$ cat config.mk
export PLATFORM = sky130hd
export DESIGN_NAME = ob_black_avg
export DESIGN_NICKNAME = d
export VERILOG_FILES = /design/src/rtl/obavg_pkg.sv /design/src/rtl/ob_defect_filter.sv /design/src/rtl/ob_line_accum.sv /design/src/rtl/ob_iir_blend.sv /design/src/rtl/ob_black_avg.sv
export SDC_FILE = /design/constraint.sdc
export NUM_CORES = 1
export LEC_CHECK = 0
export BUFFER_PORTS_ARGS = -buffer_cell sky130_fd_sc_hd__buf_2
export CAP_MARGIN = 10
export CORE_MARGIN = 5
export CORE_UTILIZATION = 45
export DETAILED_ROUTE_END_ITERATION = 16
export PLACE_DENSITY_LB_ADDON = 0.2
export SLEW_MARGIN = 20
export SYNTH_ARGS = -nofsm -noshare
export SYNTH_HDL_FRONTEND = slang
export SYNTH_SLANG_ARGS = --single-unit
$ cat constraint.sdc
create_clock -name clk -period 9.4 [get_ports clk]
set_input_delay 1.88 -clock clk [delete_from_list [all_inputs] [get_ports clk]]
set_output_delay 1.88 -clock clk [all_outputs]
set_load 0.02 [all_outputs]
$ cat src/rtl/obavg_pkg.sv
package obavg_pkg;
  localparam int PIX_W   = 10;
  localparam int EXT_W   = PIX_W + 1;
  localparam int FRAC_W  = 8;
  localparam int MAX_EXP = 6;
  localparam int LEN_W   = 8;
  localparam int MAX_LEN = 3 << MAX_EXP;
  localparam int ACC_W   = EXT_W + LEN_W;
  localparam int EST_W   = EXT_W + FRAC_W;
  localparam int MAX_SH  = 8;
  localparam int RCP_S   = ACC_W + 1;
  localparam logic [RCP_S-1:0] RCP3 = RCP_S'(((64'd1 << RCP_S) + 64'd2) / 64'd3);

  // exponent limited to the largest supported window
  function automatic logic [2:0] exp_clamp(input logic [2:0] n);
    return (n > 3'(MAX_EXP)) ? 3'(MAX_EXP) : n;
  endfunction

  function automatic logic [LEN_W-1:0] win_len(input logic [2:0] n, input logic x3);
    logic [LEN_W-1:0] b;
    b = LEN_W'(1) << exp_clamp(n);
    return x3 ? LEN_W'({1'b0, b} + {b, 1'b0}) : b;
  endfunction

  function automatic logic band_ok(input logic [EXT_W-1:0] p, input logic [PIX_W-1:0] t,
                                   input int lim);
    int pi;
    int ti;
    pi = int'(p);
    ti = int'(t);
    return (pi >= ti - lim) && (pi <= ti + lim);
  endfunction

  // divide by 3 through a reciprocal, then by the power of two
  function automatic logic [EXT_W-1:0] line_mean(input logic [ACC_W-1:0] acc,
                                                 input logic [2:0] n, input logic x3);
    logic [ACC_W+RCP_S-1:0] prod;
    logic [ACC_W-1:0] q;
    prod = (ACC_W+RCP_S)'(acc) * (ACC_W+RCP_S)'(RCP3);
    q = x3 ? ACC_W'(prod >> RCP_S) : acc;
    q = q >> exp_clamp(n);
    return EXT_W'(q);
  endfunction

  function automatic logic [3:0] wt_shift(input logic [3:0] code);
    return (code > 4'(MAX_SH)) ? 4'(MAX_SH) : code;
  endfunction

  function automatic logic [EST_W-1:0] blend(input logic [EST_W-1:0] y,
                                             input logic [EXT_W-1:0] avg,
                                             input logic [3:0] sh);
    logic signed [EST_W+1:0] d;
    logic signed [EST_W+1:0] s;
    d = $signed({2'b00, avg, {FRAC_W{1'b0}}}) - $signed({2'b00, y});
    s = d >>> sh;
    return EST_W'($signed({2'b00, y}) + s);
  endfunction
endpackage

$ cat src/rtl/ob_defect_filter.sv
module ob_defect_filter
  import obavg_pkg::*;
#(
  parameter int LIM  = 8,
  parameter int BIAS = 255
) (
  input  logic             clk,
  input  logic             rst_n,
  input  logic             clr,
  input  logic [PIX_W-1:0] pix_i,
  input  logic             bias_en,
  input  logic [PIX_W-1:0] target,
  input  logic             filt_on,
  input  logic             take,
  input  logic             first,
  input  logic [EXT_W-1:0] seed,
  output logic [EXT_W-1:0] pix_o,
  output logic             repl_o
);
  logic [EXT_W-1:0] pix_e;
  logic [EXT_W-1:0] prev_q;

  assign pix_e  = EXT_W'(pix_i) + (bias_en ? EXT_W'(BIAS) : '0);
  assign repl_o = filt_on && !band_ok(pix_e, target, LIM);
  assign pix_o  = repl_o ? (first ? seed : prev_q) : pix_e;

  always_ff @(posedge clk or negedge rst_n) begin
    if (!rst_n)      prev_q <= '0;
    else if (clr)    prev_q <= '0;
    else if (take)   prev_q <= pix_o;
  end
endmodule

$ cat src/rtl/ob_line_accum.sv
module ob_line_accum
  import obavg_pkg::*;
(
  input  logic             clk,
  input  logic             rst_n,
  input  logic             clr,
  input  logic             win_en,
  input  logic             pix_vld,
  input  logic [2:0]       n_sel,
  input  logic             x3,
  input  logic [EXT_W-1:0] pix_f,
  output logic             take_o,
  output logic             first_o,
  output logic             done_o,
  output logic [EXT_W-1:0] avg_o
);
  logic [LEN_W-1:0] len;
  logic [LEN_W-1:0] cnt_q;
  logic [ACC_W-1:0] acc_q;
  logic             done_q;

  assign len     = win_len(n_sel, x3);
  assign take_o  = pix_vld && win_en && (cnt_q < len) && !clr;
  assign first_o = (cnt_q == '0);
  assign done_o  = done_q;
  assign avg_o   = line_mean(acc_q, n_sel, x3);

  always_ff @(posedge clk or negedge rst_n) begin
    if (!rst_n) begin
      cnt_q  <= '0;
      acc_q  <= '0;
      done_q <= 1'b0;
    end else begin
      done_q <= take_o && (cnt_q == len - 1'b1);
      if (clr || !win_en) begin
        cnt_q <= '0;
        acc_q <= '0;
      end else if (take_o) begin
        cnt_q <= cnt_q + 1'b1;
        acc_q <= acc_q + ACC_W'(pix_f);
      end
    end
  end

  AST_CNT_LIMIT: assert property (@(posedge clk) disable iff (!rst_n)
    cnt_q <= LEN_W'(MAX_LEN));
endmodule

$ cat src/rtl/ob_iir_blend.sv
module ob_iir_blend
  import obavg_pkg::*;
(
  input  logic             clk,
  input  logic             rst_n,
  input  logic             clr,
  input  logic             upd,
  input  logic [EXT_W-1:0] avg,
  input  logic [3:0]       sh,
  output logic [EST_W-1:0] est_o,
  output logic [EXT_W-1:0] line_o,
  output logic             vld_o
);
  logic [EST_W-1:0] est_q;
  logic [EXT_W-1:0] line_q;
  logic             vld_q;

  always_ff @(posedge clk or negedge rst_n) begin
    if (!rst_n) begin
      est_q  <= '0;
      line_q <= '0;
      vld_q  <= 1'b0;
    end else if (clr) begin
      est_q  <= '0;
      line_q <= '0;
      vld_q  <= 1'b0;
    end else begin
      vld_q <= upd;
      if (upd) begin
        est_q  <= blend(est_q, avg, sh);
        line_q <= avg;
      end
    end
  end

  assign est_o  = est_q;
  assign line_o = line_q;
  assign vld_o  = vld_q;

  AST_CLR_EMPTY: assert property (@(posedge clk) disable iff (!rst_n)
    clr |=> (est_q == '0 && line_q == '0 && !vld_q));
  AST_FULL_WEIGHT: assert property (@(posedge clk) disable iff (!rst_n)
    (upd && !clr && sh == 4'd0) |=> est_q == {$past(avg), {FRAC_W{1'b0}}});
  AST_HOLD: assert property (@(posedge clk) disable iff (!rst_n)
    (!upd && !clr) |=> $stable(est_q) && $stable(line_q));
  AST_VLD_PULSE: assert property (@(posedge clk) disable iff (!rst_n)
    vld_q |=> !vld_q);
endmodule

$ cat src/rtl/ob_black_avg.sv
module ob_black_avg
  import obavg_pkg::*;
#(
  parameter int LIM  = 8,
  parameter int BIAS = 255
) (
  input  logic             clk,
  input  logic             rst_n,
  input  logic [PIX_W-1:0] pix_i,
  input  logic             pix_vld_i,
  input  logic             win_en_i,
  input  logic [2:0]       cnt_exp_i,
  input  logic             cnt_x3_i,
  input  logic [3:0]       wt_code_i,
  input  logic             defect_byp_i,
  input  logic [PIX_W-1:0] target_i,
  input  logic             bias_test_i,
  input  logic             sof_req_i,
  input  logic             auto_sof_en_i,
  input  logic             gain_jump_i,
  input  logic             avg_clr_i,
  output logic [EST_W-1:0] est_o,
  output logic [EXT_W-1:0] line_avg_o,
  output logic             est_vld_o
);
  logic             take;
  logic             first;
  logic             line_done;
  logic             repl;
  logic             cur_sof;
  logic             sof_req;
  logic             line_start;
  logic             filt_on;
  logic             sof_pend_q;
  logic             sof_line_q;
  logic [3:0]       sh;
  logic [EXT_W-1:0] pix_f;
  logic [EXT_W-1:0] avg;

  assign sof_req    = sof_req_i || (auto_sof_en_i && gain_jump_i);
  assign line_start = take && first;
  assign cur_sof    = first ? sof_pend_q : sof_line_q;
  assign filt_on    = !defect_byp_i && !cur_sof;
  assign sh         = sof_line_q ? 4'd0 : wt_shift(wt_code_i);

  always_ff @(posedge clk or negedge rst_n) begin
    if (!rst_n) begin
      sof_pend_q <= 1'b0;
      sof_line_q <= 1'b0;
    end else begin
      sof_pend_q <= line_start ? sof_req : (sof_pend_q || sof_req);
      if (avg_clr_i)       sof_line_q <= 1'b0;
      else if (line_start) sof_line_q <= sof_pend_q;
      else if (line_done)  sof_line_q <= 1'b0;
    end
  end

  ob_defect_filter #(.LIM(LIM), .BIAS(BIAS)) u_filt (
    .clk(clk), .rst_n(rst_n), .clr(avg_clr_i), .pix_i(pix_i),
    .bias_en(bias_test_i), .target(target_i), .filt_on(filt_on),
    .take(take), .first(first), .seed(line_avg_o),
    .pix_o(pix_f), .repl_o(repl)
  );

  ob_line_accum u_acc (
    .clk(clk), .rst_n(rst_n), .clr(avg_clr_i), .win_en(win_en_i),
    .pix_vld(pix_vld_i), .n_sel(cnt_exp_i), .x3(cnt_x3_i), .pix_f(pix_f),
    .take_o(take), .first_o(first), .done_o(line_done), .avg_o(avg)
  );

  ob_iir_blend u_blend (
    .clk(clk), .rst_n(rst_n), .clr(avg_clr_i), .upd(line_done),
    .avg(avg), .sh(sh), .est_o(est_o), .line_o(line_avg_o), .vld_o(est_vld_o)
  );

  AST_BYPASS_PASS: assert property (@(posedge clk) disable iff (!rst_n)
    (take && defect_byp_i && !bias_test_i) |-> pix_f == {1'b0, pix_i});
  AST_SOF_NO_REPL: assert property (@(posedge clk) disable iff (!rst_n)
    (take && sof_line_q) |-> !repl);
  AST_DONE_STROBE: assert property (@(posedge clk) disable iff (!rst_n)
    (line_done && !avg_clr_i) |=> est_vld_o);
endmodule

[After elaboration in Yosys (flattened, before gate mapping)]
Index checks and enable logic that the tools add are counted.
Storage, ports and cells
  input port bits: 38
  word-level logic and storage cells: 74
  output and inout port bits: 31
  flip-flop bits (word level): 72
Cells by class
  add/sub/neg operators: 9
  reduce and logical (&&, ||, !) cells: 22
  eq/ne operators: 1
  shift-type cells: 3
  $lt $le $gt $ge: 5
  mux-type cells: 24
  $mul: 1
Operators by type and width (number)
  two-way mux 19 bit: 5
  two-way mux 11 bit: 6
  multiplier 19 x 18 -> 37 bit, second input constant: 1
  greater-or-equal comparator 12 x 32 -> 1 bit: 1
  <= comparator 12 x 32 -> 1 bit: 1
  two-way mux 8 bit: 4
  >>> shifter 21 x 4 -> 19 bit: 1
  subtractor 19 x 19 -> 20 bit: 1
  adder 19 x 11 -> 19 bit: 1
  adder 19 bit: 1
  >> shifter 19 x 3 -> 11 bit: 1
  adder 10 x 11 -> 11 bit: 1
  adder 10 x 4 -> 11 bit, second input constant: 1
  subtractor 10 x 4 -> 11 bit, second input constant: 1
  logical AND 1 bit: 9
  adder 8 x 1 -> 8 bit, second input constant: 1
  adder 8 bit: 1
  == test 8 bit: 1
  zero test 8 bit: 1
  less-than comparator 8 bit: 1
  two-way mux 4 bit: 2
  << shifter 1 x 3 -> 8 bit, first input constant: 1
  subtractor 8 x 1 -> 8 bit, second input constant: 1
  two-way mux 1 bit: 6
  other kinds (7): 15

[Logic depth before layout (Yosys ltp)]
Gate-level depths: netlist of run 1.
  depth in word-level cells: 11
  mapped depth: 45

[Modules after synthesis]
A second synthesis of run 1 with hierarchy kept.
Second synthesis, totals
  cell total of the unflattened synthesis: 1865
  area total of the unflattened synthesis: 15838.9 µm²
Modules (own cells, without submodules)
  ob_line_accum: cells each 1101, times used 1, sequential area each 700.7 µm², area an instance 9639.2 µm²
  ob_iir_blend: cells each 506, times used 1, sequential area each 775.7 µm², area an instance 4117.7 µm²
  ob_defect_filter: cells each 244, times used 1, sequential area each 275.3 µm², area an instance 1955.6 µm²
  ob_black_avg: cells each 14, times used 1, sequential area each 50.0 µm², area an instance 126.4 µm²

[Worst setup path before layout of run 1]
Ideal clock, no wire load.
  path kind: register to register
  start: register u_acc.acc_q[8]
  end: register u_blend.est_q[17], in the netlist u_blend.est_o[17]
  buffers on the path: 0
  arrival: 9.575 ns
  stages on the path, launching flop included: 41
  data required time: 9.254 ns
  path slack: -0.321 ns
  setup time: 0.146 ns
  cells stage by stage: dfrtp_1 > ha_1 > fa_1 > inv_1 > fa_1 > fa_1 > inv_1 > fa_1 > inv_1 > fa_1 > inv_1 > ha_1 > nand2_1 > o211ai_2 > or4b_4 > o211ai_4 > a21oi_1 > xnor2_1 > [... 5 more ...] > a21oi_1 > a31oi_1 > nand2_1 > xnor2_1 > a21oi_1 > mux2i_1 > nand2_1 > o21ai_0 > ha_1 > a21oi_1 > o21ai_0 > o31a_1 > a41oi_1 > a211oi_1 > a41o_1 > o41ai_1 > or4_1 > o311ai_0
On the way
  cells in the longest elaborated chain, start to end: 8
RTL lines
  start, declared: line ob_line_accum.sv:19  | logic [ACC_W-1:0] acc_q;
  start signal, assigned: line ob_line_accum.sv:40  | acc_q <= acc_q + ACC_W'(pix_f);
  multiplier 19 x 18 -> 37 bit: line obavg_pkg.sv:39  | prod = (ACC_W+RCP_S)'(acc) * (ACC_W+RCP_S)'(RCP3);
  two-way mux 19 bit *: line obavg_pkg.sv:40  | q = x3 ? ACC_W'(prod >> RCP_S) : acc;
  >> shifter 19 x 3 -> 11 bit *: line obavg_pkg.sv:41  | q = q >> exp_clamp(n);
  subtractor 19 x 19 -> 20 bit *: line obavg_pkg.sv:54  | d = $signed({2'b00, avg, {FRAC_W{1'b0}}}) - $signed({2'b00, y});
  >>> shifter 21 x 4 -> 19 bit *: line obavg_pkg.sv:55  | s = d >>> sh;
  adder 19 bit *: line obavg_pkg.sv:56  | return EST_W'($signed({2'b00, y}) + s);
  two-way mux 19 bit *: line ob_iir_blend.sv:29  | if (upd) begin
  two-way mux 19 bit *: line ob_iir_blend.sv:23  | end else if (clr) begin
  end signal, assigned: line ob_iir_blend.sv:30  | est_q <= blend(est_q, avg, sh);
  end, declared: line ob_iir_blend.sv:14  | logic [EST_W-1:0] est_q;
Every way passes the cells marked *; elsewhere a longest branch is shown, timed or not. The select of a mux whose other input is x is not followed.
A chain may end at the register's enable or synchronous reset.

[Final worst setup path of run 1]
  start: register u_acc.acc_q[11]
  end: register u_blend.est_q[18], in the netlist u_blend.est_o[18]
Same word-level chain as after synthesis.

==> impl_metrics.tcl, run 1 <==
set metrics [dict create \
    timing.max_cap.violations 0 \
    finalHoldViolations 0 \
    nets_final 2577 \
    synth-simple-area-share_pct 15.56 \
    worst_clock_skew_ns 0.01200 \
    dr_total_vias 14510 \
    numPlacedInstances 2543 \
    cts_buffers 9 \
    synth_top_area_share_pct 20.67 \
    grt_use_total_pct 25.65 \
    port_buffers 68 \
    final-seq-area_sq_um 1818 \
    share_of_cells_above_drive_strength_1_pct 28.70 \
    violations_in_the_final_reports "setup timing" \
    dpl.hpwl_microns 38500 \
    main_combinational_cell_family_by_area_after_synthesis "adder cells" \
    wl_per_cell_microns 18.35 \
    grt_overflow 0 \
    min_path_type "flip-flop to flip-flop" \
    antenna_cells_inserted 0 \
    synth_top_cells_by_count "sky130_fd_sc_hd__inv_1, sky130_fd_sc_hd__ha_1, sky130_fd_sc_hd__nand2_1" \
    synthesis.instances 1825 \
    final_layout_fill_cell_count 2890 \
    setup-violations-final 11 \
    end_kind "flip-flop" \
    period_share_pct 105.9 \
    power-per-cell-area_nw_per_um2 87.88 \
    cts_hold_buffers 0 \
    timing_worst_slew_pin_value_ns 1.044 \
    irDropWorstVdd_uv 90.14 \
    worst_slew_margin_rel_pct 30.15 \
    path_max_fanout 4 \
    synthDominantAreaCellType "sky130_fd_sc_hd__ha_1" \
    cp-start-kind "flip-flop" \
    multiInputGateArea_sq_um 12870 \
    grt_start_max_net_pins 55 \
    cell_area_after_technology_mapping_sq_um 14950 \
    count_of_flip_flops_with_a_built_in_enable_after_synthesis 0 \
    ys_seq_elements 72 \
    yosys.cell_count.top_type "sky130_fd_sc_hd__inv_1" \
    total_routed_length_microns 48120 \
    drc_errors 0 \
    dp_worst_setup_slack_ns -1.098 \
    critical-path-slowest-cell "sky130_fd_sc_hd__fa_1" \
    maxSlewViolCount 0 \
    boundaryPins 69 \
    finish.cell_count_without_fillers 2623 \
    die_h_microns 192.3 \
    clk_root_buffer_cell "sky130_fd_sc_hd__clkbuf_16" \
    syn2layout_area_growth_pct 31.32 \
    fp.coreArea_sq_um 32700 \
    synthFlopType "sky130_fd_sc_hd__dfrtp_1" \
    floorplan.die_area_sq_um 36980 \
    post_drt_via_cell_ratio 5.532 \
    die-width_microns 192.3 \
    yosys.cell_types.count 89 \
    synth_compound_area_share_pct 17.20 \
    vias_in_the_first_global_route 14681 \
    avgSynthCellArea_sq_um 8.194 \
    detail_route.first_pass.iterations 5 \
    first_pass_grt_wire_length_microns 76200 \
    crit_arrival_ns 10.20 \
    max-clock-path-buffers 2 \
    fin_worst_setup_slack_ns -0.5574 \
    placementRows 66 \
    tritoncts_num_sinks 72 \
    placer_s_final_routability_congestion_estimate 0.9498 \
    async_flop_share_pct 100.0 \
    synth.net_count 2226 \
    yosys.area_share.xor_xnor_pct 5.371 \
    cts_tree "built" \
    post_synth_main_area_contributors "sky130_fd_sc_hd__ha_1, sky130_fd_sc_hd__fa_1, sky130_fd_sc_hd__dfrtp_1, sky130_fd_sc_hd__inv_1, sky130_fd_sc_hd__nand2_1" \
    htree_num_levels 3 \
    starting_density_pct 45.73 \
    synth-seq-area-share_pct 12.05 \
    first_iter_violations 892 \
    max_stage_delay_ns 0.60 \
    antenna_found_initial 2 \
    worst-endpoint-required_ns 9.65 \
    synth.area.mux_share_pct 3.740 \
    yosysWarnings 0 \
    status "complete, but fails checks" \
    ant_nets 0 \
    worst-setup-path-type "flip-flop to flip-flop" \
    max_freq_mhz 100.4 \
    period_minus_slack_ns 9.957 \
    worst_skew_pair.late_latency_ns 0.35 \
    path_clk_slew_ns 0.07 \
    synth_fa_ha_area_share_pct 36.19 \
    p_leak_nw 9.954 \
    critical_path.most_common_cell "sky130_fd_sc_hd__ha_4" \
    rsz0062_at_grt "true" \
]
-- per-stage QoR --
step | instance area, sq um | power [mW] | utilization (%) | hold slack [ns] | setup TNS [ns]
floorplan | 15080 | 0.8535 | - | 0.4805 | -0.01069
global placement | 17730 | 1.163 | 54.22 | 0.4922 | -6.911
detailed placement | 17730 | 1.178 | 54.22 | 0.5185 | -8.894
CTS | 19140 | 1.639 | 58.54 | 0.5345 | -1.430
global route | 19640 | 1.835 | 60.05 | 0.5467 | -7.635
finish | 19640 | 1.726 | 60.05 | 0.5328 | -3.135
-- per-layer routing --
layer  vias to the layer above  global-route usage, %  share of wire, %
met5                         -                      0             0.054
met4                         4                  5.540               2.3
met3                        70                  2.424               3.8
met2                       374                  46.17                50
met1                      7098                  33.50                43
li1                       6964                      -                 -
-- repair_timing --
action | 4_1_cts | 5_1_grt
resized for setup | 138 | 70
setup buffers | 49 | 21
pin swaps | 122 | 85
setup endpoints to repair | 15 | 13
-- cells by family (layout without fill, tap and decap cells) --
logic type | Yosys count | in the layout
AND/OR/NAND/NOR | 487 | 487
XOR/XNOR | 90 | 90
buffers and inverters | 383 | 739
adder cells (fa/ha/maj) | 363 | 363
flip-flops | 72 | 72
AO/OA/AOI/OAI | 376 | 376
multiplexers | 54 | 54
-- cell usage in the layout (no fill, tap or decap), types with 46 or more instances in the layout --
cell type	instances
sky130_fd_sc_hd__buf_2	67
sky130_fd_sc_hd__nand2_1	141
sky130_fd_sc_hd__mux2i_1	46
sky130_fd_sc_hd__xnor2_1	52
sky130_fd_sc_hd__fa_1	111
sky130_fd_sc_hd__buf_4	328
sky130_fd_sc_hd__nor2_1	125
sky130_fd_sc_hd__inv_1	304
sky130_fd_sc_hd__a21oi_1	88
sky130_fd_sc_hd__ha_1	197
sky130_fd_sc_hd__dfrtp_1	59
-- registers in the layout (all words and copies together), names as in the netlist --
signal / count
sof_line_q: 1
sof_pend_q: 1
u_acc.acc_q: 19
u_acc.cnt_q: 8
u_acc.done_o: 1
u_blend.est_o: 19
u_blend.line_o: 11
u_blend.vld_o: 1
u_filt.prev_q: 11
-- worst max-delay path: cells and delay by family, from the launching register on --
family	cells	cell delay (ns)
xor gates and xnor gates	3	0.55
buffers and inverters	10	1.02
AOI/OAI and AO/OA	17	3.01
and+or+nand+nor	6	1.11
DFF	1	0.40
muxes	2	0.34
adders and majority gates	9	3.40
-- worst paths after layout --
kind	from	to	slack [ns]	cells past startpoint
setup / recovery	u_acc.acc_q[11]	u_blend.est_o[18]	-0.56	47
hold / removal	u_filt.prev_q[6]	u_filt.prev_q[6]	0.53	1
hold reg to reg	u_filt.prev_q[6]	u_filt.prev_q[6]	0.53	1
min in group asynchronous	rst_n	u_blend.est_o[10]	1.41	1
max in group asynchronous	rst_n	u_acc.acc_q[6]	6.92	2
setup reg to reg	u_acc.acc_q[11]	u_blend.est_o[18]	-0.56	47
-- area by class of cell --
cell class,count,share of cell area [%]
clock buffer,9,1.147
clock inverter,7,0.4014
inverter,320,6.117
multi-input combinational,1370,65.56
sequential,72,9.258
tap,442,2.816
timing repair buffer,403,14.71
-- power breakdown --
| part | total (mW) | switching [mW] | internal [mW] |
|---|---|---|---|
| clock network | 0.370 | 0.161 | 0.209 |
| registers | 0.324 | 0.00775 | 0.316 |
| logic | 1.03 | 0.539 | 0.493 |
| total | 1.73 | 0.708 | 1.02 |
No activity file was read; power rests on OpenSTA's default activity.
==> run 2, diff against run 1 <==
==> constraint.sdc (replaced) <==
create_clock -name clk -period 8.2 [get_ports clk]
set_input_delay 1.64 -clock clk [delete_from_list [all_inputs] [get_ports clk]]
set_output_delay 1.64 -clock clk [all_outputs]
set_load 0.02 [all_outputs]
==> impl_metrics.tcl, run 2 (synthesis gave the netlist of run 1 again) <==
set metrics [dict create \
    fp.coreArea_sq_um 32700 \
    setup-violations-final 17 \
    final_core_utilization_pct 59.92 \
    antenna_cells_inserted 0 \
    maxSlewViolCount 0 \
    status "complete, but fails checks" \
    crit_arrival_ns 10.08 \
    most-common-layout-cells "sky130_fd_sc_hd__buf_4, sky130_fd_sc_hd__inv_1, sky130_fd_sc_hd__ha_1" \
    timing_worst_slew_pin_value_ns 1.114 \
    max_freq_mhz 101.6 \
    fin_worst_setup_slack_ns -1.646 \
    worstSetupStartpoint "u_acc.acc_q[7]" \
    placedInstanceArea_sq_um 18150 \
    post-layout-total-power_mw 1.924 \
    worst_skew_pair.late_latency_ns 0.35 \
    path_max_fanout 5 \
    multiInputGateArea_sq_um 12700 \
    worst_reg2reg_path_length_in_cells 42 \
    switching_share_pct 40.65 \
    die-width_microns 192.3 \
    placer_s_final_routability_congestion_estimate 0.9646 \
    nets_final 2590 \
    syn2layout_area_growth_pct 31.02 \
    net-switching-power_uw 782.2 \
    combPwrFrac_pct 59.1 \
    worst_clock_skew_ns 0.01158 \
    clk_root_buffer_cell "sky130_fd_sc_hd__clkbuf_16" \
    tritoncts_num_sinks 72 \
    critical_path.most_common_cell "sky130_fd_sc_hd__fa_1" \
    setup-tns-final_ns -19.03 \
    end_kind "flip-flop" \
    first_pass_grt_wire_length_microns 75710 \
    antenna_found_initial 0 \
    cts_tree "built" \
    starting_density_pct 45.73 \
    numPlacedInstances 2565 \
    finalHoldViolations 0 \
    first_iter_violations 829 \
    crit-reg2reg-launch "u_acc.acc_q[7]" \
    power_frac_seq_pct 19.3 \
    worst_slew_margin_rel_pct 25.72 \
    port_buffers 68 \
    post_drt_via_cell_ratio 5.497 \
    violations_in_the_final_reports "setup timing" \
    internal_power_mw 1.142 \
    wl_per_cell_microns 18.38 \
    regToRegEndpoint "u_blend.est_o[18]" \
    p_leak_nw 10.07 \
    dp_worst_setup_slack_ns -1.855 \
    layout_commonest_cell "sky130_fd_sc_hd__buf_4" \
    ant_nets 0 \
    period_share_pct 120.1 \
    die_h_microns 192.3 \
    worst-setup-path-type "flip-flop to flip-flop" \
    power-per-cell-area_nw_per_um2 98.21 \
    finish.cell_count_without_fillers 2636 \
    period_minus_slack_ns 9.846 \
    final-seq-area_sq_um 1818 \
    max_stage_delay_ns 0.58 \
    worst-endpoint-required_ns 8.43 \
    floorplan.die_area_sq_um 36980 \
    timing.critical_path.to "u_blend.est_o[18]" \
    grt_use_total_pct 25.81 \
    htree_num_levels 3 \
    rsz0062_at_grt "true" \
    final_layout_fill_cell_count 2973 \
    reg2reg_slack_ns -1.65 \
    timing.hold.ws_ns 0.5239 \
    grt_start_max_net_pins 55 \
    dr_total_vias 14490 \
    finalInstanceArea_sq_um 19590 \
    placementRows 66 \
    total_routed_length_microns 48460 \
    boundaryPins 69 \
    share_of_cells_above_drive_strength_1_pct 28.12 \
    cp-start-kind "flip-flop" \
    grt_overflow 0 \
    worstHoldPathCells 2 \
    dpl.hpwl_microns 39470 \
    critical-path-slowest-cell "sky130_fd_sc_hd__fa_1" \
    vias_in_the_first_global_route 14388 \
    irDropWorstVdd_uv 100.4 \
    max-clock-path-buffers 2 \
    timing.max_cap.violations 0 \
    pwr-share-clk_pct 21.6 \
    path_clk_slew_ns 0.07 \
    min_path_type "flip-flop to flip-flop" \
    detail_route.first_pass.iterations 5 \
    drc_errors 0 \
    cts_buffers 9 \
]
-- run 2: cell type report --
| type | count | area share (%) |
|---|---|---|
| clock buffer | 10 | 1.169 |
| inverter | 320 | 6.130 |
| clock inverter | 6 | 0.3448 |
| sequential | 72 | 9.278 |
| tap | 442 | 2.822 |
| multi-input combinational | 1370 | 64.83 |
| timing repair buffer | 416 | 15.42 |
-- run 2: power by group through the flow --
stage | clock network (mW) | logic [mW] | registers (mW)
after floorplan | 0 | 0.623 | 0.379
after global placement | 0 | 0.972 | 0.378
after detailed placement | 0 | 0.986 | 0.378
after CTS | 0.425 | 1.03 | 0.371
after global routing | 0.443 | 1.25 | 0.372
final | 0.416 | 1.14 | 0.372
-- run 2: critical path, delay by kind of cell, from the launching register on --
family / cells / cell delay, ns
DFF: 1 / 0.43
AOI/OAI and AO/OA: 15 / 2.73
muxes: 1 / 0.20
buffers and inverters: 7 / 0.89
xor gates and xnor gates: 3 / 0.41
adders and majority gates: 9 / 3.59
and+or+nand+nor: 7 / 1.47
-- run 2: worst min-delay path by stage --
stage	startpoint	endpoint
after floorplan	u_filt.prev_q[0]	u_filt.prev_q[0]
after global placement	u_filt.prev_q[1]	u_filt.prev_q[1]
after detailed placement	u_filt.prev_q[0]	u_filt.prev_q[0]
after CTS	u_filt.prev_q[0]	u_filt.prev_q[0]
after global routing	u_filt.prev_q[3]	u_filt.prev_q[3]
final	u_filt.prev_q[1]	u_filt.prev_q[1]
-- run 2: metal layers --
layer	global-route usage (%)	wire, microns	vias up
met5	0	0	-
met4	6.692	1215	0
met3	3.636	2524	76
met2	42.29	22840	374
met1	35.97	21880	7045
li1	-	-	6995
-- run 2: timing repair --
| item | CTS | global route |
|---|---|---|
| pin swaps | 30 | 78 |
| endpoints found under the setup margin | 18 | 19 |
| hold buffers | 0 | 0 |
| resized for setup | 27 | 115 |
| setup buffers | 24 | 35 |
==> run 3, diff against run 2 <==
--- a/config.mk
+++ b/config.mk
@@ -11,6 +11,7 @@
 export CORE_UTILIZATION = 45
 export DETAILED_ROUTE_END_ITERATION = 16
 export PLACE_DENSITY_LB_ADDON = 0.2
+export REMOVE_ABC_BUFFERS = 1
 export SLEW_MARGIN = 20
 export SYNTH_ARGS = -nofsm -noshare
 export SYNTH_HDL_FRONTEND = slang
==> impl_metrics.tcl, run 3 (synthesis gave the netlist of run 1 again) <==
set metrics [dict create \
    htree_num_levels 3 \
    total_routed_length_microns 48570 \
    rsz0062_at_grt "true" \
    placer_s_final_routability_congestion_estimate 0.9821 \
    boundaryPins 69 \
    period_minus_slack_ns 9.940 \
    worst_slew_margin_rel_pct 28.42 \
    port_buffers 68 \
    most-common-layout-cells "sky130_fd_sc_hd__buf_4, sky130_fd_sc_hd__inv_1, sky130_fd_sc_hd__ha_1" \
    critical_path.top_delay_family "compound AO/OA/AOI/OAI gates" \
    share_of_cells_above_drive_strength_1_pct 29.69 \
    die_h_microns 192.3 \
    critical-path-slowest-cell "sky130_fd_sc_hd__fa_1" \
    period_share_pct 121.2 \
    timing.hold.ws_ns 0.5257 \
    end_kind "flip-flop" \
    setup-violations-final 17 \
    timing_worst_slew_pin_value_ns 1.070 \
    cts_buffers 9 \
    p_leak_nw 10.25 \
    worst-endpoint-required_ns 8.43 \
    fp.coreArea_sq_um 32700 \
    tritoncts_num_sinks 72 \
    critical_path.most_common_cell "sky130_fd_sc_hd__fa_1" \
    path_max_fanout 4 \
    placementRows 66 \
    dpl.hpwl_microns 38810 \
    crit_arrival_ns 10.17 \
    max-clock-path-buffers 2 \
    cts_tree "built" \
    status "complete, but fails checks" \
    detail_route.first_pass.iterations 6 \
    worst_reg2reg_path_length_in_cells 42 \
    starting_density_pct 45.73 \
    path_clk_slew_ns 0.08 \
    dr_total_vias 14565 \
    syn2layout_area_growth_pct 33.64 \
    floorplan.die_area_sq_um 36980 \
    finalHoldViolations 0 \
    most_utilized_layer_in_the_global_route_result "met2" \
    layout_commonest_cell "sky130_fd_sc_hd__buf_4" \
    wl_per_cell_microns 18.20 \
    irDropWorstVdd_uv 118.6 \
    antenna_found_initial 2 \
    worstHoldPathCells 2 \
    post-layout-total-power_mw 2.014 \
    grt_start_max_net_pins 73 \
    ant_nets 0 \
    final_layout_fill_cell_count 2910 \
    vias_in_the_first_global_route 14971 \
    worst_skew_pair.late_latency_ns 0.37 \
    first_iter_violations 834 \
    post_drt_via_cell_ratio 5.457 \
    drc_errors 0 \
    groute.layer.met3.usage_pct 3.564 \
    first_pass_grt_wire_length_microns 77240 \
    maxSlewViolCount 0 \
    min_path_type "flip-flop to flip-flop" \
    cp-start-kind "flip-flop" \
    multiInputGateArea_sq_um 12840 \
    nets_final 2622 \
    clk_root_buffer_cell "sky130_fd_sc_hd__clkbuf_16" \
    final-seq-area_sq_um 1813 \
    dp_worst_setup_slack_ns -2.221 \
    max_stage_delay_ns 0.54 \
    use_met2_pct 44.78 \
    worst-setup-path-type "flip-flop to flip-flop" \
    timing.critical_path.depth 42 \
    worst_clock_skew_ns 0.01687 \
    max_freq_mhz 100.6 \
    timing.max_cap.violations 0 \
    die-width_microns 192.3 \
    power-per-cell-area_nw_per_um2 100.8 \
    grt_use_total_pct 26.28 \
    violations_in_the_final_reports "setup timing" \
    grt_overflow 0 \
    worstPathBufferInverterCount 8 \
    m1_gr_usage_pct 34.23 \
    fin_worst_setup_slack_ns -1.740 \
]
## run 3: changes by cell type in the layout (fill, tap and decap cells not counted), sizes merged
cell | before | now
buf | 416 | 448
inv | 320 | 323
clkbuf | 10 | 9
bufinv | 1 | 0
clkinvlp | 2 | 0
clkinv | 3 | 4
diode | 0 | 1
## run 3: cell type report
type / instances / area share (%)
clock inverter: 7 / 0.3569
inverter: 320 / 6.010
multi-input combinational: 1370 / 64.26
clock buffer: 9 / 1.127
tap: 442 / 2.767
antenna: 1 / 0.01252
sequential: 72 / 9.072
timing repair buffer: 448 / 16.40
## run 3: metrics by stage
step	instance area, sq um	setup TNS [ns]	cells	util (%)
detailed placement	17970	-24.81	2591	54.95
floorplan	14680	-15.32	1762	-
global placement	17970	-22.53	2591	54.95
CTS	19450	-15.62	2648	59.48
finish	19990	-18.69	2669	61.11
global route	19990	-23.99	2669	61.11
## run 3: metal layers
layer | vias to the layer above | wire length, microns | part of all wire [%]
met1 | 6980 | 20670 | 43
met2 | 413 | 23760 | 49
met4 | 2 | 1770 | 3.6
li1 | 7067 | - | -
met5 | - | 13 | 0.027
met3 | 103 | 2357 | 4.9
## run 3: what timing repair did
action | 4_1_cts | 5_1_grt
hold buffers | 0 | 0
buffers inserted | 44 | 23
setup endpoints to repair | 18 | 18
resized for setup | 144 | 86
endpoints found under the hold margin | 0 | 0
pin swaps | 112 | 90
## run 3: where the power goes
part	total, mW	switching, mW	internal, mW	leakage [nW]
Combinational	1.22	0.624	0.591	9.12
Clock	0.427	0.211	0.215	0.146
Sequential	0.371	0.00904	0.362	0.981
Total	2.01	0.845	1.17	10.2
## run 3: worst paths after layout
path                                           to             start  slack, ns
worst max-delay path            u_blend.est_o[17]   u_acc.acc_q[10]      -1.74
worst min register to register   u_filt.prev_q[0]  u_filt.prev_q[0]       0.53
max in group asynchronous          u_acc.acc_q[3]             rst_n       6.32
min in group asynchronous        u_filt.prev_q[4]             rst_n       1.31
worst min-delay path             u_filt.prev_q[0]  u_filt.prev_q[0]       0.53
worst max register to register  u_blend.est_o[17]   u_acc.acc_q[10]      -1.74
## run 3: tightest hold or removal path, cell delays in order (launching register included)
cell and delay, ns:
sky130_fd_sc_hd__dfrtp_1 0.34, sky130_fd_sc_hd__nand3_1 0.08, sky130_fd_sc_hd__o311ai_1 0.07
